`config.mk`:
```
export PLATFORM = sky130hd
export DESIGN_NAME = ddr_init_seq
export DESIGN_NICKNAME = d
export VERILOG_FILES = /design/src/rtl/ddr_init_seq.sv
export SDC_FILE = /design/constraint.sdc
export NUM_CORES = 1
export LEC_CHECK = 0
export BUFFER_PORTS_ARGS = -buffer_cell sky130_fd_sc_hd__buf_4
export CAP_MARGIN = 20
export CORE_MARGIN = 1
export CORE_UTILIZATION = 54
export CTS_CLUSTER_DIAMETER = 200
export DETAILED_ROUTE_END_ITERATION = 10
export PLACE_DENSITY = 0.79
export SKIP_CTS_REPAIR_TIMING = 1
export SYNTH_ARGS = -nofsm -noshare
export SYNTH_HDL_FRONTEND = slang
export SYNTH_SLANG_ARGS = --single-unit
```
`constraint.sdc`:
```
create_clock -name clk -period 2 [get_ports clk]
set_input_delay 0 -clock clk [delete_from_list [all_inputs] [get_ports clk]]
set_output_delay 0 -clock clk [all_outputs]
set_load 0.05 [all_outputs]
```
`src/rtl/ddr_init_seq.sv`:
```
module ddr_init_seq #(
  parameter int ROW_W   = 13,
  parameter int T_PWRUP = 20000,
  parameter int T_RP    = 3,
  parameter int T_MRD   = 2,
  parameter int T_RFC   = 10,
  parameter int T_DLL   = 200,
  parameter int DLL_BIT = 8
) (
  input  logic             clk,
  input  logic             rst,
  input  logic             pwr_ok,
  input  logic [ROW_W-1:0] emr_val,
  input  logic [ROW_W-1:0] mr_val,
  output logic             cke,
  output logic             cs_n,
  output logic             ras_n,
  output logic             cas_n,
  output logic             we_n,
  output logic [1:0]       ba,
  output logic [ROW_W-1:0] addr,
  output logic             done
);
  localparam int M1 = (T_RP > T_MRD) ? T_RP : T_MRD;
  localparam int M2 = (M1 > T_RFC) ? M1 : T_RFC;
  localparam int M3 = (M2 > T_PWRUP) ? M2 : T_PWRUP;
  localparam int CW = $clog2(M3 + 1);
  localparam int LW = $clog2(T_DLL + 1);
  localparam logic [CW-1:0] ONE   = CW'(1);
  localparam logic [CW-1:0] PW_L  = CW'(T_PWRUP - 1);
  localparam logic [LW-1:0] DLL_L = LW'(T_DLL);
  localparam logic [ROW_W-1:0] DLL_M = ROW_W'(1) << DLL_BIT;

  typedef enum logic [3:0] {
    S_IDLE, S_PWR, S_NOP, S_PRE1, S_EMR, S_MRR,
    S_PRE2, S_REF1, S_REF2, S_MRN, S_GAP, S_RUN
  } st_t;

  st_t st, nxt_q, after;
  logic [CW-1:0] cnt, gap;
  logic [LW-1:0] lcnt;

  always_comb begin
    after = S_RUN;
    gap   = ONE;
    case (st)
      S_NOP:  begin after = S_PRE1; gap = ONE;          end
      S_PRE1: begin after = S_EMR;  gap = CW'(T_RP);    end
      S_EMR:  begin after = S_MRR;  gap = CW'(T_MRD);   end
      S_MRR:  begin after = S_PRE2; gap = CW'(T_MRD);   end
      S_PRE2: begin after = S_REF1; gap = CW'(T_RP);    end
      S_REF1: begin after = S_REF2; gap = CW'(T_RFC);   end
      S_REF2: begin after = S_MRN;  gap = CW'(T_RFC);   end
      S_MRN:  begin after = S_RUN;  gap = CW'(T_MRD);   end
      default: ;
    endcase
  end

  always_ff @(posedge clk) begin
    if (rst) begin
      st    <= S_IDLE;
      nxt_q <= S_IDLE;
      cnt   <= '0;
      lcnt  <= '0;
    end else begin
      if (st == S_MRR) lcnt <= LW'(1);
      else if (lcnt != '0 && lcnt < DLL_L) lcnt <= lcnt + LW'(1);
      case (st)
        S_IDLE: if (pwr_ok) begin
          st  <= S_PWR;
          cnt <= PW_L;
        end
        S_PWR: begin
          if (!pwr_ok) st <= S_IDLE;
          else if (cnt <= ONE) st <= S_NOP;
          else cnt <= cnt - ONE;
        end
        S_GAP: begin
          if (cnt <= ONE) st <= nxt_q;
          else cnt <= cnt - ONE;
        end
        S_RUN: ;
        default: begin
          nxt_q <= after;
          cnt   <= gap - ONE;
          st    <= (gap > ONE) ? S_GAP : after;
        end
      endcase
    end
  end

  assign cke  = !(st == S_IDLE || st == S_PWR);
  assign cs_n = !cke;
  assign done = (st == S_RUN) && (lcnt >= DLL_L);

  always_comb begin
    {ras_n, cas_n, we_n} = 3'b111;
    ba   = 2'b00;
    addr = '0;
    case (st)
      S_PRE1, S_PRE2: begin
        {ras_n, cas_n, we_n} = 3'b010;
        addr[10] = 1'b1;
      end
      S_REF1, S_REF2: {ras_n, cas_n, we_n} = 3'b001;
      S_EMR: begin
        {ras_n, cas_n, we_n} = 3'b000;
        ba   = 2'b01;
        addr = emr_val;
      end
      S_MRR: begin
        {ras_n, cas_n, we_n} = 3'b000;
        addr = mr_val | DLL_M;
      end
      S_MRN: begin
        {ras_n, cas_n, we_n} = 3'b000;
        addr = mr_val & ~DLL_M;
      end
      default: ;
    endcase
  end
endmodule

```
## Word level (Yosys, flattened, before mapping)

Index checks and enable logic that the tools add are counted.

| word-level totals | value |
|---|---|
| register bits after elaboration | 31 |
| input port bits | 29 |
| output and inout port bits | 21 |

| operators by class | value |
|---|---|
| add/sub/neg operators | 3 |
| order comparisons | 4 |
| equal/unequal tests | 15 |
| multiplexer cells | 21 |
| bitwise logic cells | 1 |
| reduce and logical (&&, ||, !) cells | 18 |

Operator list:

| kind | number |
|---|---|
| $pmux 15 s4 | 1 |
| $mux 15 | 3 |
| $pmux 10 s3 | 1 |
| $sub 15x1->15 const B | 2 |
| $pmux 4 s7 | 1 |
| $mux 4 | 5 |
| $eq 4x3->1 const B | 4 |
| $eq 4x4->1 const B | 4 |
| $pmux 4 s4 | 1 |
| $gt 15x1->1 const B | 1 |
| $le 15x1->1 const B | 1 |
| $pmux 4 s3 | 1 |
| $reduce_or 5->1 | 2 |
| $add 8x1->8 const B | 1 |
| $eq 4x2->1 const B | 2 |
| $ge 8x8->1 const B | 1 |
| $lt 8x8->1 const B | 1 |
| $reduce_bool 8->1 | 1 |
| $reduce_or 2->1 | 4 |
| $reduce_or 7->1 | 1 |
| $mux 1 | 6 |
| $ne 2x2->1 const B | 3 |
| $eq 4x1->1 const B | 1 |
| $logic_not 4->1 | 1 |
| 12 further kinds | 13 |

## Depth between registers and ports, before layout

| depth | value |
|---|---|
| depth after elaboration | 6 |
| gate-level depth with buffers | 7 |
| mapped depth without buffers | 7 |

## Worst setup path before layout

No wires, ideal clock.

| timing path | value |
|---|---|
| path kind | register to register |
| start point | register st[1] |
| end point | register st[1] |
| setup time | 0.133 ns |
| data arrival time | 2.305 ns |
| data required time | 1.867 ns |
| setup slack | -0.437 ns |
| cell stages (with the launch flop) | 8 |
| path buffers | 1 |
| clock period less this slack | 2.437 ns |
| path through | dfxtp_1 > buf_2 > inv_1 > nand2_1 > nor2_1 > inv_1 > a31oi_1 > a311oi_1 |

| on the way | value |
|---|---|
| longest elaborated chain between the ends | 6 |
| elaborated cells on any way between the ends | 25 |
| classes of those cells | order compare: 1; eq/ne: 14; mux: 4; bitwise: 1; reduce/logical: 5 |

RTL lines:

| what | line | text |
|---|---|---|
| start, declared | 39 | `st_t st, nxt_q, after;` |
| start signal, assigned | 79 | `if (cnt <= ONE) st <= nxt_q;` |
| start signal, assigned | 86 | `st <= (gap > ONE) ? S_GAP : after;` |
| $eq 4x3->1, or another cell as far along | 46 | `case (st)` |
| $reduce_or 3->1 (no line) / $reduce_or 2->1 (equally long branches) | - |  |
| $pmux 4 s3 | 46 |  |
| $gt 15x1->1 | 86 |  |
| $mux 4 | 86 |  |
| $pmux 4 s4 | 68 | `case (st)` |

Parallel ways exist; a longest one is shown, timed or not.
A chain may end at the register's enable or synchronous reset.

## Worst setup path after layout

| timing path | value |
|---|---|
| start point | register cnt[1] |
| end point | register cnt[13] |

| on the way | value |
|---|---|
| longest elaborated chain between the ends | 4 |
| elaborated cells on any way between the ends | 5 |
| classes of those cells | add/sub: 1; order compare: 1; mux: 3 |

RTL lines:

| what | line | text |
|---|---|---|
| start, declared | 40 | `logic [CW-1:0] cnt, gap;` |
| start signal, assigned | 76 | `else cnt <= cnt - ONE;` |
| start signal, assigned | 80 | `else cnt <= cnt - ONE;` |
| start signal, assigned | 85 | `cnt <= gap - ONE;` |
| $sub 15x1->15 / $le 15x1->1 (equally long branches) | - |  |
| $mux 15 * | 75, 79 |  |
| $mux 15 | 74 | `if (!pwr_ok) st <= S_IDLE;` |
| $pmux 15 s4 * | 68 |  |

Every way passes the cells marked *; elsewhere a longest branch is shown, timed or not. The select of a mux whose other input is x is not followed.

==> summary.txt <==
Floorplan
  – Total Die Area: approximately 0.0042 mm2
  – FP Rows: 22
  – Chip Height: between 60 and 70 um
  – CORE AREA: approximately 0.0037 mm2
  – Ports: 50
  – Starting Density: 0.5673
  – Die Span X: approximately 64 um

Synth
  – Synth Area in Simple Gates: 0.2611
  – Cell taking the most area after synthesis: dfxtp_1
  – Syn_area_per_cell: roughly 7.6 um2
  – Adder-Cell Fraction of Synth Area: 0.02374
  – Register area share after synthesis: 0.2944
  – Mux share of post-synthesis cell area: 0
  – Synthesized area: 0.002108 mm2
  – Compound-cell area share of the yosys netlist: 0.3128
  – Mapped Nets: 310
  – Area contributors post-synth: dfxtp_1, a21oi_1, nor2_1
  – Largest family of logic cells by synthesized area: compound AO/OA/AOI/OAI gates
  – Cells after synthesis: ~280
  – EDFF count, synth: 0
  – Top post-synthesis cells by count: nor2_1, dfxtp_1, a21oi_1, nand2_1, o21ai_0
  – Synth Area in XOR/XNOR: 0.04985
  – Number of synthesized register bits: 31
  – Post-synth top area share: 0.2944
  – Ys Warns: 0
  – Asr flop ratio synth: 0
  – Synth unique cells: slightly below 60
  – Post-synth top flop: dfxtp_1
  – Top-count cell post-synth: nor2_1

Setup path
  – CP Launch Type: flip-flop
  – Crit-path max FO: 7
  – Crit path capture type: flip-flop
  – WS Path Type: reg2reg
  – Reg2reg path depth: 6
  – RR Endpoint: cnt[13]$_SDFFE_PP0P_
  – R2r setup slk: between 0.1 and 0.15 ns
  – Crit path DAT: about 2.1 ns
  – Reg-to-Reg Start: cnt[1]$_SDFFE_PP0P_
  – Worst path required time: 2.22 ns

Drt
  – Total Wirelength: between 5 and 6 mm
  – DR iter-0 viols: between 200 and 250
  – Post-route DRC: 0
  – DR pass1 iterations: 5
  – WL/cell: about 15 um
  – Antenna viol nets, final: 0
  – Via/cell ratio: approximately 6
  – Vias: between 2k and 2.5k

Clock network
  – Num CTS Buffers: 5
  – Buffer levels on the longest clock path: 2
  – H-tree Lvls: 2
  – Worst skew pair latency: 0.29 ns
  – CTS tree: built
  – Clock transition at the registers of the reported paths: 0.07 ns
  – Clock sinks: 31
  – Root Driver: clkbuf_8

Power
  – Maximum vdd ir drop: about 510 uV
  – Pleak: between 1 and 1.5 nW
  – Power Dens Cells: about 580 mW/mm2

Outcome
  – Status: finished, final reports clean

Timing
  – Worst Hold Slack: 0.09982 ns
  – Final period util: 0.9406
  – Worst-Margin Slew: 0.5283 ns
  – Hold Fails Final Rpt: 0
  – Minimum clock period: roughly 1.9 ns
  – Max Freq: roughly 530 MHz
  – Slew HR: 0.6446
  – Slew Limit Fails: 0
  – RSZ-0062 raised after global routing: false
  – Clock Skew: 0.006645 ns
  – # setup viols final: 0
  – Final worst setup slack: 0.1189 ns

Global routing
  – Grt ovf: 0
  – Gr usage total: 0.2877
  – Initial antenna violation count: 0
  – Wire length of the first global-routing pass: roughly 9.5 mm
  – Largest net degree at the start of global routing: 21
  – Number of global-route vias before repair: 2131

Placement
  – Dpl ws: a little under 0.04 ns
  – IO Port Bufs: 47
  – GPL Wtd Cong: between 0.9 and 1
  – Hpwl dp: 4.241 mm

Final layout
  – Final core occ: 0.7333
  – P&R area growth vs syn: 29.26%
  – Layout cell share with drive strength beyond 1: 0.2760
  – Ant. Diodes: 0
  – Nets@finish: about 370

Worst hold path
  – Hold_sp: pwr_ok
  – Path category of the worst min-delay check: in2reg
  – Hold endpoint: st[1]$_SDFFE_PP0P_
  – WHS Path Cells: 3

Job
  – Max_cap viols: 0
-- flip-flops by register name, summed over array words and instances (netlist names) --
register	count
cnt	15
lcnt	8
nxt_q	4
st	4
-- cells in the final DEF, fill, tap and decap left out, types with 4 or more instances in the layout --
cell      Yosys  layout
a31oi_1       7       7
a21oi_1      30      30
o211ai_1      4       4
xor2_1        4       4
nand2_1      20      20
nand4_1       4       4
a22o_1       11      11
buf_4         1      66
clkbuf_8      1       7
nand3_1       6       6
inv_1        10      10
nor3_1       10      10
xnor2_1       8       8
nor2_1       38      37
dfxtp_1      31      29
a211oi_1      4       4
ha_1          4       4
o21ai_0      15      15
-- worst max-delay path, cell delays in order (launching register included) --
cell      delay [ns]
dfxtp_2         0.35
inv_1           0.07
ha_1            0.21
o2111a_2        0.33
and2_4          0.20
or4b_1          0.50
a21oi_1         0.14
-- how the worst max path moves through the flow --
stage               slack, ns                 from              endpoint
floorplan                -0.1   st[1]$_SDFFE_PP0P_    st[1]$_SDFFE_PP0P_
global placement         0.12  cnt[1]$_SDFFE_PP0P_  cnt[13]$_SDFFE_PP0P_
detailed placement       0.04  cnt[1]$_SDFFE_PP0P_   cnt[6]$_SDFFE_PP0P_
CTS                     -0.05   st[0]$_SDFFE_PP0P_               addr[1]
global route            0.007  cnt[8]$_SDFFE_PP0P_   cnt[3]$_SDFFE_PP0P_
finish                   0.12  cnt[1]$_SDFFE_PP0P_  cnt[13]$_SDFFE_PP0P_
-- stage by stage --
stage | std cells | power [mW] | TNS, ns | cell area [um2]
floorplan | 277 | 0.8865 | -0.09789 | 2117
global placement | 375 | 0.9947 | 0 | 2582
detailed placement | 375 | 1.001 | 0 | 2582
CTS | 383 | 1.554 | -0.5252 | 2683
global route | 385 | 1.638 | 0 | 2725
finish | 385 | 1.570 | 0 | 2725
-- logic make-up after synthesis --
kind of cell             count (synthesis)
XOR/XNOR                                12
adder cells (fa/ha/maj)                  4
buffers and inverters                   25
AO/OA/AOI/OAI                           97
AND/OR/NAND/NOR                        107
other                                    1
flip-flops                              31
-- area by class of cell --
type,count,area [um2]
multi-input cells,221,1399
fillers,322,991.0
flip-flops and latches,31,623.1
repair buffers,67,505.5
clock buffers,8,100.1
well taps,48,60.06
inverters,10,37.54
-- routing by layer --
layer / vias up / routed length, um / global-route usage
met4: 0 / 51 / 0.06667
met1: 1115 / 2525 / 0.3862
met3: 11 / 470 / 0.07923
li1: 1136 / - / -
met2: 99 / 2751 / 0.4553
met5: - / 0 / 0
-- power breakdown --
part	switching, mW	internal, mW
Combinational	0.179	0.160
Clock	0.243	0.314
Sequential	0.0309	0.644
Total	0.452	1.12
Note: power is estimated with default switching activity, not from simulation.
